--- src/rtl/wdg_pkg.sv ---
package wdg_pkg;
  localparam int ADDR_W = 5;

  localparam logic [ADDR_W-1:0] OFS_KEY = 5'h00;
  localparam logic [ADDR_W-1:0] OFS_PRE = 5'h04;
  localparam logic [ADDR_W-1:0] OFS_RLD = 5'h08;
  localparam logic [ADDR_W-1:0] OFS_STS = 5'h0C;
  localparam logic [ADDR_W-1:0] OFS_WIN = 5'h10;
  localparam logic [ADDR_W-1:0] OFS_EWC = 5'h14;

  localparam logic [15:0] KEY_KICK   = 16'hAAAA;
  localparam logic [15:0] KEY_UNLOCK = 16'h5555;
  localparam logic [15:0] KEY_START  = 16'hCCCC;

  localparam int EW_ACK_BIT = 14;
  localparam int EW_EN_BIT  = 15;

  typedef struct packed {
    logic start;
    logic kick;
    logic ack;
  } key_cmd_t;
endpackage

--- src/rtl/wdg_shadow.sv ---
module wdg_shadow #(
  parameter int W = 12,
  parameter logic [W-1:0] RST_VAL = '0,
  parameter int UPD_CYC = 4
) (
  input  logic         clk,
  input  logic         rst_n,
  input  logic         wr_en,
  input  logic [W-1:0] wr_val,
  output logic [W-1:0] staged,
  output logic [W-1:0] active,
  output logic         pend
);
  localparam int DW = $clog2(UPD_CYC + 1);
  localparam logic [DW-1:0] DLY_INIT = DW'(UPD_CYC - 1);

  logic [W-1:0]  stage_q, stage_d, act_q, act_d;
  logic [DW-1:0] dly_q, dly_d;
  logic          pend_q, pend_d;

  always_comb begin
    stage_d = stage_q;
    act_d   = act_q;
    dly_d   = dly_q;
    pend_d  = pend_q;
    if (wr_en) begin
      stage_d = wr_val;
      pend_d  = 1'b1;
      dly_d   = DLY_INIT;
    end else if (pend_q) begin
      if (dly_q == '0) begin
        act_d  = stage_q;
        pend_d = 1'b0;
      end else begin
        dly_d = dly_q - 1'b1;
      end
    end
  end

  always_ff @(posedge clk or negedge rst_n) begin
    if (!rst_n) begin
      stage_q <= RST_VAL;
      act_q   <= RST_VAL;
      dly_q   <= '0;
      pend_q  <= 1'b0;
    end else begin
      stage_q <= stage_d;
      act_q   <= act_d;
      dly_q   <= dly_d;
      pend_q  <= pend_d;
    end
  end

  assign staged = stage_q;
  assign active = act_q;
  assign pend   = pend_q;

  p_write_pends_r4: assert property (@(posedge clk) disable iff (!rst_n)
    wr_en |=> (pend_q && stage_q == $past(wr_val)));
  p_settle_r4: assert property (@(posedge clk) disable iff (!rst_n)
    $fell(pend_q) |-> (act_q == stage_q));
endmodule

--- src/rtl/wdg_prescaler.sv ---
module wdg_prescaler #(
  parameter int PR_W = 4,
  parameter int MAX_LOG = 10,
  parameter int MIN_LOG = 2
) (
  input  logic            clk,
  input  logic            rst_n,
  input  logic            run,
  input  logic            clr,
  input  logic [PR_W-1:0] code,
  output logic            tick
);
  logic [MAX_LOG-1:0] pcnt_q, pcnt_d, mask;

  always_comb begin
    for (int i = 0; i < MAX_LOG; i++) begin
      mask[i] = (i < (int'(code) + MIN_LOG));
    end
  end

  assign tick = run && ((pcnt_q & mask) == mask);

  always_comb begin
    pcnt_d = pcnt_q;
    if (clr)       pcnt_d = '0;
    else if (tick) pcnt_d = '0;
    else if (run)  pcnt_d = pcnt_q + 1'b1;
  end

  always_ff @(posedge clk or negedge rst_n) begin
    if (!rst_n) pcnt_q <= '0;
    else        pcnt_q <= pcnt_d;
  end

  p_tick_gap_r7: assert property (@(posedge clk) disable iff (!rst_n)
    tick |=> !tick);
endmodule

--- src/rtl/wdg_core.sv ---
module wdg_core #(
  parameter int CNT_W = 12
) (
  input  logic             clk,
  input  logic             rst_n,
  input  logic             tick,
  input  logic             kick,
  input  logic             start,
  input  logic [CNT_W-1:0] reload_val,
  input  logic [CNT_W-1:0] cmp,
  input  logic             ew_en,
  input  logic             ack,
  output logic             running,
  output logic             rst_req,
  output logic             irq
);
  logic [CNT_W-1:0] cnt_q, cnt_d;
  logic run_q, run_d, rst_q, rst_d, irq_q, irq_d, load, hit;

  assign load = kick || start;
  assign hit  = run_q && tick && !load && (cnt_q != '0) &&
                ((cnt_q - 1'b1) == cmp) && ew_en;

  always_comb begin
    run_d = run_q || start;
    cnt_d = cnt_q;
    rst_d = 1'b0;
    if (load) begin
      cnt_d = reload_val;
    end else if (run_q && tick) begin
      if (cnt_q == '0) begin
        cnt_d = reload_val;
        rst_d = 1'b1;
      end else begin
        cnt_d = cnt_q - 1'b1;
      end
    end
    if (hit)      irq_d = 1'b1;
    else if (ack) irq_d = 1'b0;
    else          irq_d = irq_q;
  end

  always_ff @(posedge clk or negedge rst_n) begin
    if (!rst_n) begin
      cnt_q <= '1;
      run_q <= 1'b0;
      rst_q <= 1'b0;
      irq_q <= 1'b0;
    end else begin
      cnt_q <= cnt_d;
      run_q <= run_d;
      rst_q <= rst_d;
      irq_q <= irq_d;
    end
  end

  assign running = run_q;
  assign rst_req = rst_q;
  assign irq     = irq_q;

  p_pulse_r5: assert property (@(posedge clk) disable iff (!rst_n)
    rst_q |=> !rst_q);
  p_irq_hold_r9: assert property (@(posedge clk) disable iff (!rst_n)
    (irq_q && !ack) |=> irq_q);
  p_run_sticky_r11: assert property (@(posedge clk) disable iff (!rst_n)
    run_q |=> run_q);
  p_cnt_hold_r6: assert property (@(posedge clk) disable iff (!rst_n)
    (!tick && !load) |=> $stable(cnt_q));
endmodule

--- src/rtl/wdog_early.sv ---
module wdog_early
  import wdg_pkg::*;
#(
  parameter int DATA_W  = 16,
  parameter int CNT_W   = 12,
  parameter int PR_W    = 4,
  parameter int MAX_LOG = 10,
  parameter int UPD_CYC = 4
) (
  input  logic              clk,
  input  logic              rst_n,
  input  logic              wr_en,
  input  logic [ADDR_W-1:0] wr_addr,
  input  logic [DATA_W-1:0] wr_data,
  input  logic [ADDR_W-1:0] rd_addr,
  output logic [DATA_W-1:0] rd_data,
  output logic              rst_req,
  output logic              early_irq
);
  localparam logic [CNT_W-1:0] CNT_MAX = '1;

  logic unlock_q, unlock_d, key_wr, pr_wr, rld_wr, win_wr, ewc_wr;
  logic ew_en_q, ew_en_d, running, tick, pr_pend, rld_pend;
  logic [CNT_W-1:0] win_q, win_d, cmp_q, cmp_d, rld_stage, rld_act;
  logic [PR_W-1:0]  pr_stage, pr_act;
  key_cmd_t cmd;

  assign key_wr    = wr_en && (wr_addr == OFS_KEY);
  assign ewc_wr    = wr_en && (wr_addr == OFS_EWC);
  assign pr_wr     = wr_en && (wr_addr == OFS_PRE) && unlock_q;
  assign rld_wr    = wr_en && (wr_addr == OFS_RLD) && unlock_q;
  assign win_wr    = wr_en && (wr_addr == OFS_WIN) && unlock_q;
  assign cmd.start = key_wr && (wr_data[15:0] == KEY_START);
  assign cmd.kick  = key_wr && (wr_data[15:0] == KEY_KICK);
  assign cmd.ack   = ewc_wr && wr_data[EW_ACK_BIT];

  always_comb begin
    unlock_d = key_wr ? (wr_data[15:0] == KEY_UNLOCK) : unlock_q;
    win_d    = win_wr ? wr_data[CNT_W-1:0] : win_q;
    cmp_d    = cmp_q;
    ew_en_d  = ew_en_q;
    if (ewc_wr && unlock_q) begin
      cmp_d   = wr_data[CNT_W-1:0];
      ew_en_d = wr_data[EW_EN_BIT];
    end
  end

  always_ff @(posedge clk or negedge rst_n) begin
    if (!rst_n) begin
      unlock_q <= 1'b0;
      win_q    <= CNT_MAX;
      cmp_q    <= '0;
      ew_en_q  <= 1'b0;
    end else begin
      unlock_q <= unlock_d;
      win_q    <= win_d;
      cmp_q    <= cmp_d;
      ew_en_q  <= ew_en_d;
    end
  end

  wdg_shadow #(.W(PR_W), .RST_VAL('0), .UPD_CYC(UPD_CYC)) i_pr_shadow (
    .clk(clk), .rst_n(rst_n), .wr_en(pr_wr), .wr_val(wr_data[PR_W-1:0]),
    .staged(pr_stage), .active(pr_act), .pend(pr_pend));

  wdg_shadow #(.W(CNT_W), .RST_VAL(CNT_MAX), .UPD_CYC(UPD_CYC)) i_rld_shadow (
    .clk(clk), .rst_n(rst_n), .wr_en(rld_wr), .wr_val(wr_data[CNT_W-1:0]),
    .staged(rld_stage), .active(rld_act), .pend(rld_pend));

  wdg_prescaler #(.PR_W(PR_W), .MAX_LOG(MAX_LOG), .MIN_LOG(2)) i_prescaler (
    .clk(clk), .rst_n(rst_n), .run(running), .clr(cmd.start || cmd.kick),
    .code(pr_act), .tick(tick));

  wdg_core #(.CNT_W(CNT_W)) i_core (
    .clk(clk), .rst_n(rst_n), .tick(tick), .kick(cmd.kick), .start(cmd.start),
    .reload_val(rld_act), .cmp(cmp_q), .ew_en(ew_en_q), .ack(cmd.ack),
    .running(running), .rst_req(rst_req), .irq(early_irq));

  always_comb begin
    rd_data = '0;
    case (rd_addr)
      OFS_PRE: rd_data[PR_W-1:0] = pr_stage;
      OFS_RLD: rd_data[CNT_W-1:0] = rld_stage;
      OFS_STS: rd_data[1:0] = {rld_pend, pr_pend};
      OFS_WIN: rd_data[CNT_W-1:0] = win_q;
      OFS_EWC: begin
        rd_data[CNT_W-1:0] = cmp_q;
        rd_data[EW_EN_BIT] = ew_en_q;
      end
      default: rd_data = '0;
    endcase
  end

  p_locked_rld_r2: assert property (@(posedge clk) disable iff (!rst_n)
    (wr_en && wr_addr == OFS_RLD && !unlock_q) |=> $stable(rld_stage));
  p_locked_ewc_r2: assert property (@(posedge clk) disable iff (!rst_n)
    (ewc_wr && !unlock_q) |=> ($stable(cmp_q) && $stable(ew_en_q)));
  p_relock_r3: assert property (@(posedge clk) disable iff (!rst_n)
    (key_wr && wr_data[15:0] != KEY_UNLOCK) |=> !unlock_q);
endmodule

--- config.mk ---
export PLATFORM = sky130hd
export DESIGN_NAME = wdog_early
export DESIGN_NICKNAME = d
export VERILOG_FILES = /design/src/rtl/wdg_pkg.sv /design/src/rtl/wdg_shadow.sv /design/src/rtl/wdg_prescaler.sv /design/src/rtl/wdg_core.sv /design/src/rtl/wdog_early.sv
export SDC_FILE = /design/constraint.sdc
export NUM_CORES = 1
export LEC_CHECK = 0
export ABC_AREA = 1
export BUFFER_PORTS_ARGS = -buffer_cell sky130_fd_sc_hd__buf_2
export CORE_MARGIN = 2
export CORE_UTILIZATION = 55
export CTS_CLUSTER_DIAMETER = 40
export DETAILED_ROUTE_END_ITERATION = 16
export PLACE_DENSITY = 0.77
export RECOVER_POWER = 50
export SYNTH_ARGS = -nofsm -noshare
export SYNTH_HDL_FRONTEND = slang
export SYNTH_HIERARCHICAL = 1
export SYNTH_SLANG_ARGS = --single-unit
--- constraint.sdc ---
create_clock -name clk -period 2.3 [get_ports clk]
set_input_delay 0.115 -clock clk [delete_from_list [all_inputs] [get_ports clk]]
set_output_delay 0.115 -clock clk [all_outputs]
set_load 0.02 [all_outputs]
==> results <==
- The run finished with clean final reports.
- Registers take 2340 um2.
- Clock-pin slew was measured on the worst setup and hold paths at 90 ps.
- The total routed wirelength is 14000 um.
- Leaving out fill and tap cells, the most frequent cell in the layout is nand2_1.
- In this run the standard cell core region covers 10300 um2.
- The estimated wirelength of the detail-placed design is approximately 10000 um.
- The maximum clock frequency is roughly 0.46 GHz.
- The netlist uses 41 different library cells.
- The cell sitting at the root of the clock tree is a clkbuf_8.
- The initial DRC count is 368.
- Dividing the final minimum period by the clock period gives 95.3%.
- The final net count is about 900.
- Synthesis produced 784 cells.
- The number of antenna violations at the first check in global routing is 0.
- Dividing the detail-routed wire length by the instance count gives 14.3 um.
- The CTS tree is built.
- Measured against its own limit, the worst slew margin works out to between 20 and 25%.
- Clock skew on the completed layout was measured at between 6 and 7 ps.
- The total instance count after detailed placement is 951.
- In the routed design, unresolved DRC markers number 0.
- The leakage power is 0.00325 uW.
- The pre-CTS setup slack is 119 ps.
- The via count of the first global-routing pass is 5131.
- The clock passes through at most 2 buffers.
- The simple-gate share of the synthesized area is 37.6%.
- Summed over all layers, the global routing overflow is 0.
- The synthesized netlist devotes about a tenth of its cell area to compound gates.
- The total number of vias is between 5000 and 6000.
- The kind of end point of the critical path is a register.
- In the global route stage, overall resource usage came out at a little over a quarter.
- The final setup violation count is 0.
- Measured along the x axis, the die boundary spans 107 um.
- The max-slew violation count is 0.
- The top-level port count is 47.
- The number of detailed-routing iterations run before antenna repair is 5.
- The worst path in the final design needs a cycle of 2190 ps, including I/O delays and setup.
- The diode insertion count for antenna repair is 0.
- The top cell types in the final layout, fill and taps aside, are nand2_1 (273), inv_1 (93), nand3_1 (67).
- The number of maximum-capacitance constraint violations is 0.
- By area, the combinational part of the netlist is dominated by simple AND/OR/NAND/NOR gates.
- Summing the areas of all xor and xnor instances in the mapped netlist gives 0.454% of the synthesized area.
- The count of clock tree sinks is just over 90.
- The worst setup path is launched from a register.
- The highest net fanout along the worst path is 4.
- The finished layout holds 980 standard cells, fillers aside.
- Of the synthesized area, sequential elements account for 40.4%.
- The worst hold path passes through 3 cells.
- The number of fillers in the final layout is 919.
- The die boundary height is 107 um.
- The cell row count is 37.
- In the routed layout, each cell is associated on average with a via count of 5.37.
- The final count of hold timing violations was 0.
- The die covers approximately 11000 um2.
- The post-synthesis cell area is 5780 um2.
- IR analysis of the VDD net gives a maximum drop of 437 uV.
- The largest net degree at the start of global routing is 73.
- Of the total synthesized cell area, the portion taken by full adders, half adders and majority gates is roughly 2.2%.
- The critical path is of the register to register type.
- In this run, CTS created clock tree buffers numbering 9.
- The length in cells of the worst reg-to-reg path is 19.
- The first global-routing pass estimated 24100 um of wire.
- The number of nets with antenna violations after detailed routing is 0.
- Setup repair after global routing could not meet its margin everywhere.
- The post-synthesis register bit count is a little over 90.
- In this run the tool buffered the top-level ports with 43 buffer cells.
- The path class of the tightest hold or removal check is input port to register.
- At the end of routability-driven placement, the weighted congestion stood at just under 1.
- In the post-route analysis, the smallest setup slack over all paths is 107 ps.
- The Yosys step of the flow raised 6 warnings.
- For this configuration, the core starts out at a cell density of a little under three fifths.
- Dividing total power by cell area gives a power density of approximately 470 nW/um2.
- Compared with the post-synthesis result, the final layout area differs by 11.4%.
- The average instance in the mapped netlist occupies around 7.4 um2.
- The actual transition at the worst max-transition pin is 1160 ps.
- The total area of multi-input combinational cells is 2900 um2.
- CTS built an H-tree with a depth of 3.
- The portion of synthesized area spent on multiplexers is 0%.
- The clock insertion delay at the later pin of the skew report is 370 ps.
- At the worst endpoint, the arrival time is 2500 ps.
- At the worst endpoint, the required time is 2610 ps.
- In the final layout, the share of cells above drive strength 1 is 23.0%.
-- registers in the layout (all words and copies together) (netlist names) --
signal,count
win_q,12
cmp_q,12
i_pr_shadow/dly_q,3
unlock_q,1
ew_en_q,1
i_pr_shadow/staged,4
i_rld_shadow/active,12
i_pr_shadow/pend,1
i_rld_shadow/dly_q,3
i_core/rst_req,1
i_core/cnt_q,12
i_pr_shadow/active,4
i_core/running,1
i_core/irq,1
i_prescaler/pcnt_q,10
i_rld_shadow/staged,12
i_rld_shadow/pend,1
-- synth_stat cells, drive strengths merged --
| library cell | number | area (um2) |
|---|---|---|
| o21a | 1 | 7.51 |
| clkbuf | 2 | 11.3 |
| o21bai | 2 | 18.8 |
| o211ai | 10 | 85.1 |
| o21ai | 40 | 287 |
| buf | 20 | 164 |
| conb | 1 | 3.75 |
| xor2 | 3 | 26.3 |
| ha | 10 | 125 |
| or2 | 1 | 6.26 |
| a22oi | 7 | 72.6 |
| nand2 | 285 | 1100 |
| nor3b | 1 | 7.51 |
| dfrtp | 43 | 1080 |
| nand3 | 75 | 423 |
| o22ai | 3 | 18.8 |
| nor2 | 84 | 427 |
| nand4 | 28 | 175 |
| a21oi | 12 | 60.1 |
| inv | 104 | 390 |
| nor3 | 4 | 36.3 |
| dfstp | 48 | 1260 |
-- where the power goes --
| group | internal, uW | switching (uW) |
|---|---|---|
| sequential | 1610 | 5.14 |
| combinational | 59.9 | 129 |
| clock | 621 | 608 |
-- logic make-up after synthesis --
kind of cell	Yosys count
adder cells (fa/ha/maj)	10
flip-flops	91
buffers and inverters	126
AO/OA/AOI/OAI	75
AND/OR/NAND/NOR	478
XOR/XNOR	3
other	1
-- worst max-delay path, cell delays in order (launching register included) --
cell,delay (ps)
dfrtp_1,420
inv_1,130
ha_4,230
nand2_1,70
nand3_1,80
nand2_1,90
nand2_1,70
nor2_1,80
nand2_1,70
inv_1,50
nand2_1,60
inv_1,50
nand2_1,60
nor2_1,100
nand2_1,60
nor2_1,80
nand3_1,70
nor2_1,100
nand3_1,100
o21bai_2,130
-- repair_timing --
item	in CTS	in global routing
resized for setup	0	5
endpoints found under the setup margin	0	8
hold buffers	12	0
hold endpoints to repair	48	0
setup buffers	0	1
-- through the flow --
| step | util, % | TNS, ps | area (um2) | hold slack, ps | total power (uW) |
|---|---|---|---|---|---|
| floorplan | - | 0 | 5790 | -181 | 1720 |
| global placement | 59.1 | 0 | 6080 | 26.0 | 1820 |
| detailed placement | 59.1 | 0 | 6080 | 25.3 | 1820 |
| CTS | 62.5 | 0 | 6420 | 2.81 | 3060 |
| global route | 62.7 | -124 | 6440 | 14.6 | 3160 |
| finish | 62.7 | 0 | 6440 | 20.5 | 3030 |
-- final timing paths --
kind,slack [ps],endpoint,from
setup / recovery,110,i_core/irq$_DFFE_PN0P_,i_pr_shadow/active[1]$_DFFE_PN0P_
hold / removal,20,i_rld_shadow/staged[6]$_DFFE_PN1P_,wr_data[6]
setup reg to reg,110,i_core/irq$_DFFE_PN0P_,i_pr_shadow/active[1]$_DFFE_PN0P_
hold reg to reg,470,i_rld_shadow/active[10]$_DFFE_PN1P_,i_rld_shadow/active[10]$_DFFE_PN1P_
max in group asynchronous,830,i_rld_shadow/staged[1]$_DFFE_PN1P_,rst_n
min in group asynchronous,490,i_prescaler/pcnt_q[1]$_DFFE_PN0P_,rst_n
-- area by class of cell --
cell class	instances	area share, %
Clock buffer	9	1.92
Clock inverter	7	1.57
Inverter	104	6.12
Multi-Input combinational cell	569	44.9
Sequential cell	91	36.3
Tap cell	136	2.64
Timing Repair Buffer	64	6.51
-- routing by layer --
layer,vias up,wire length [um],GRT usage (%)
met2,185,6580,42.5
met4,0,315,10.7
li1,2601,-,-
met3,27,855,4.66
met5,-,0,0
met1,2449,6280,36.8
Note: power is estimated with default switching activity, not from simulation.
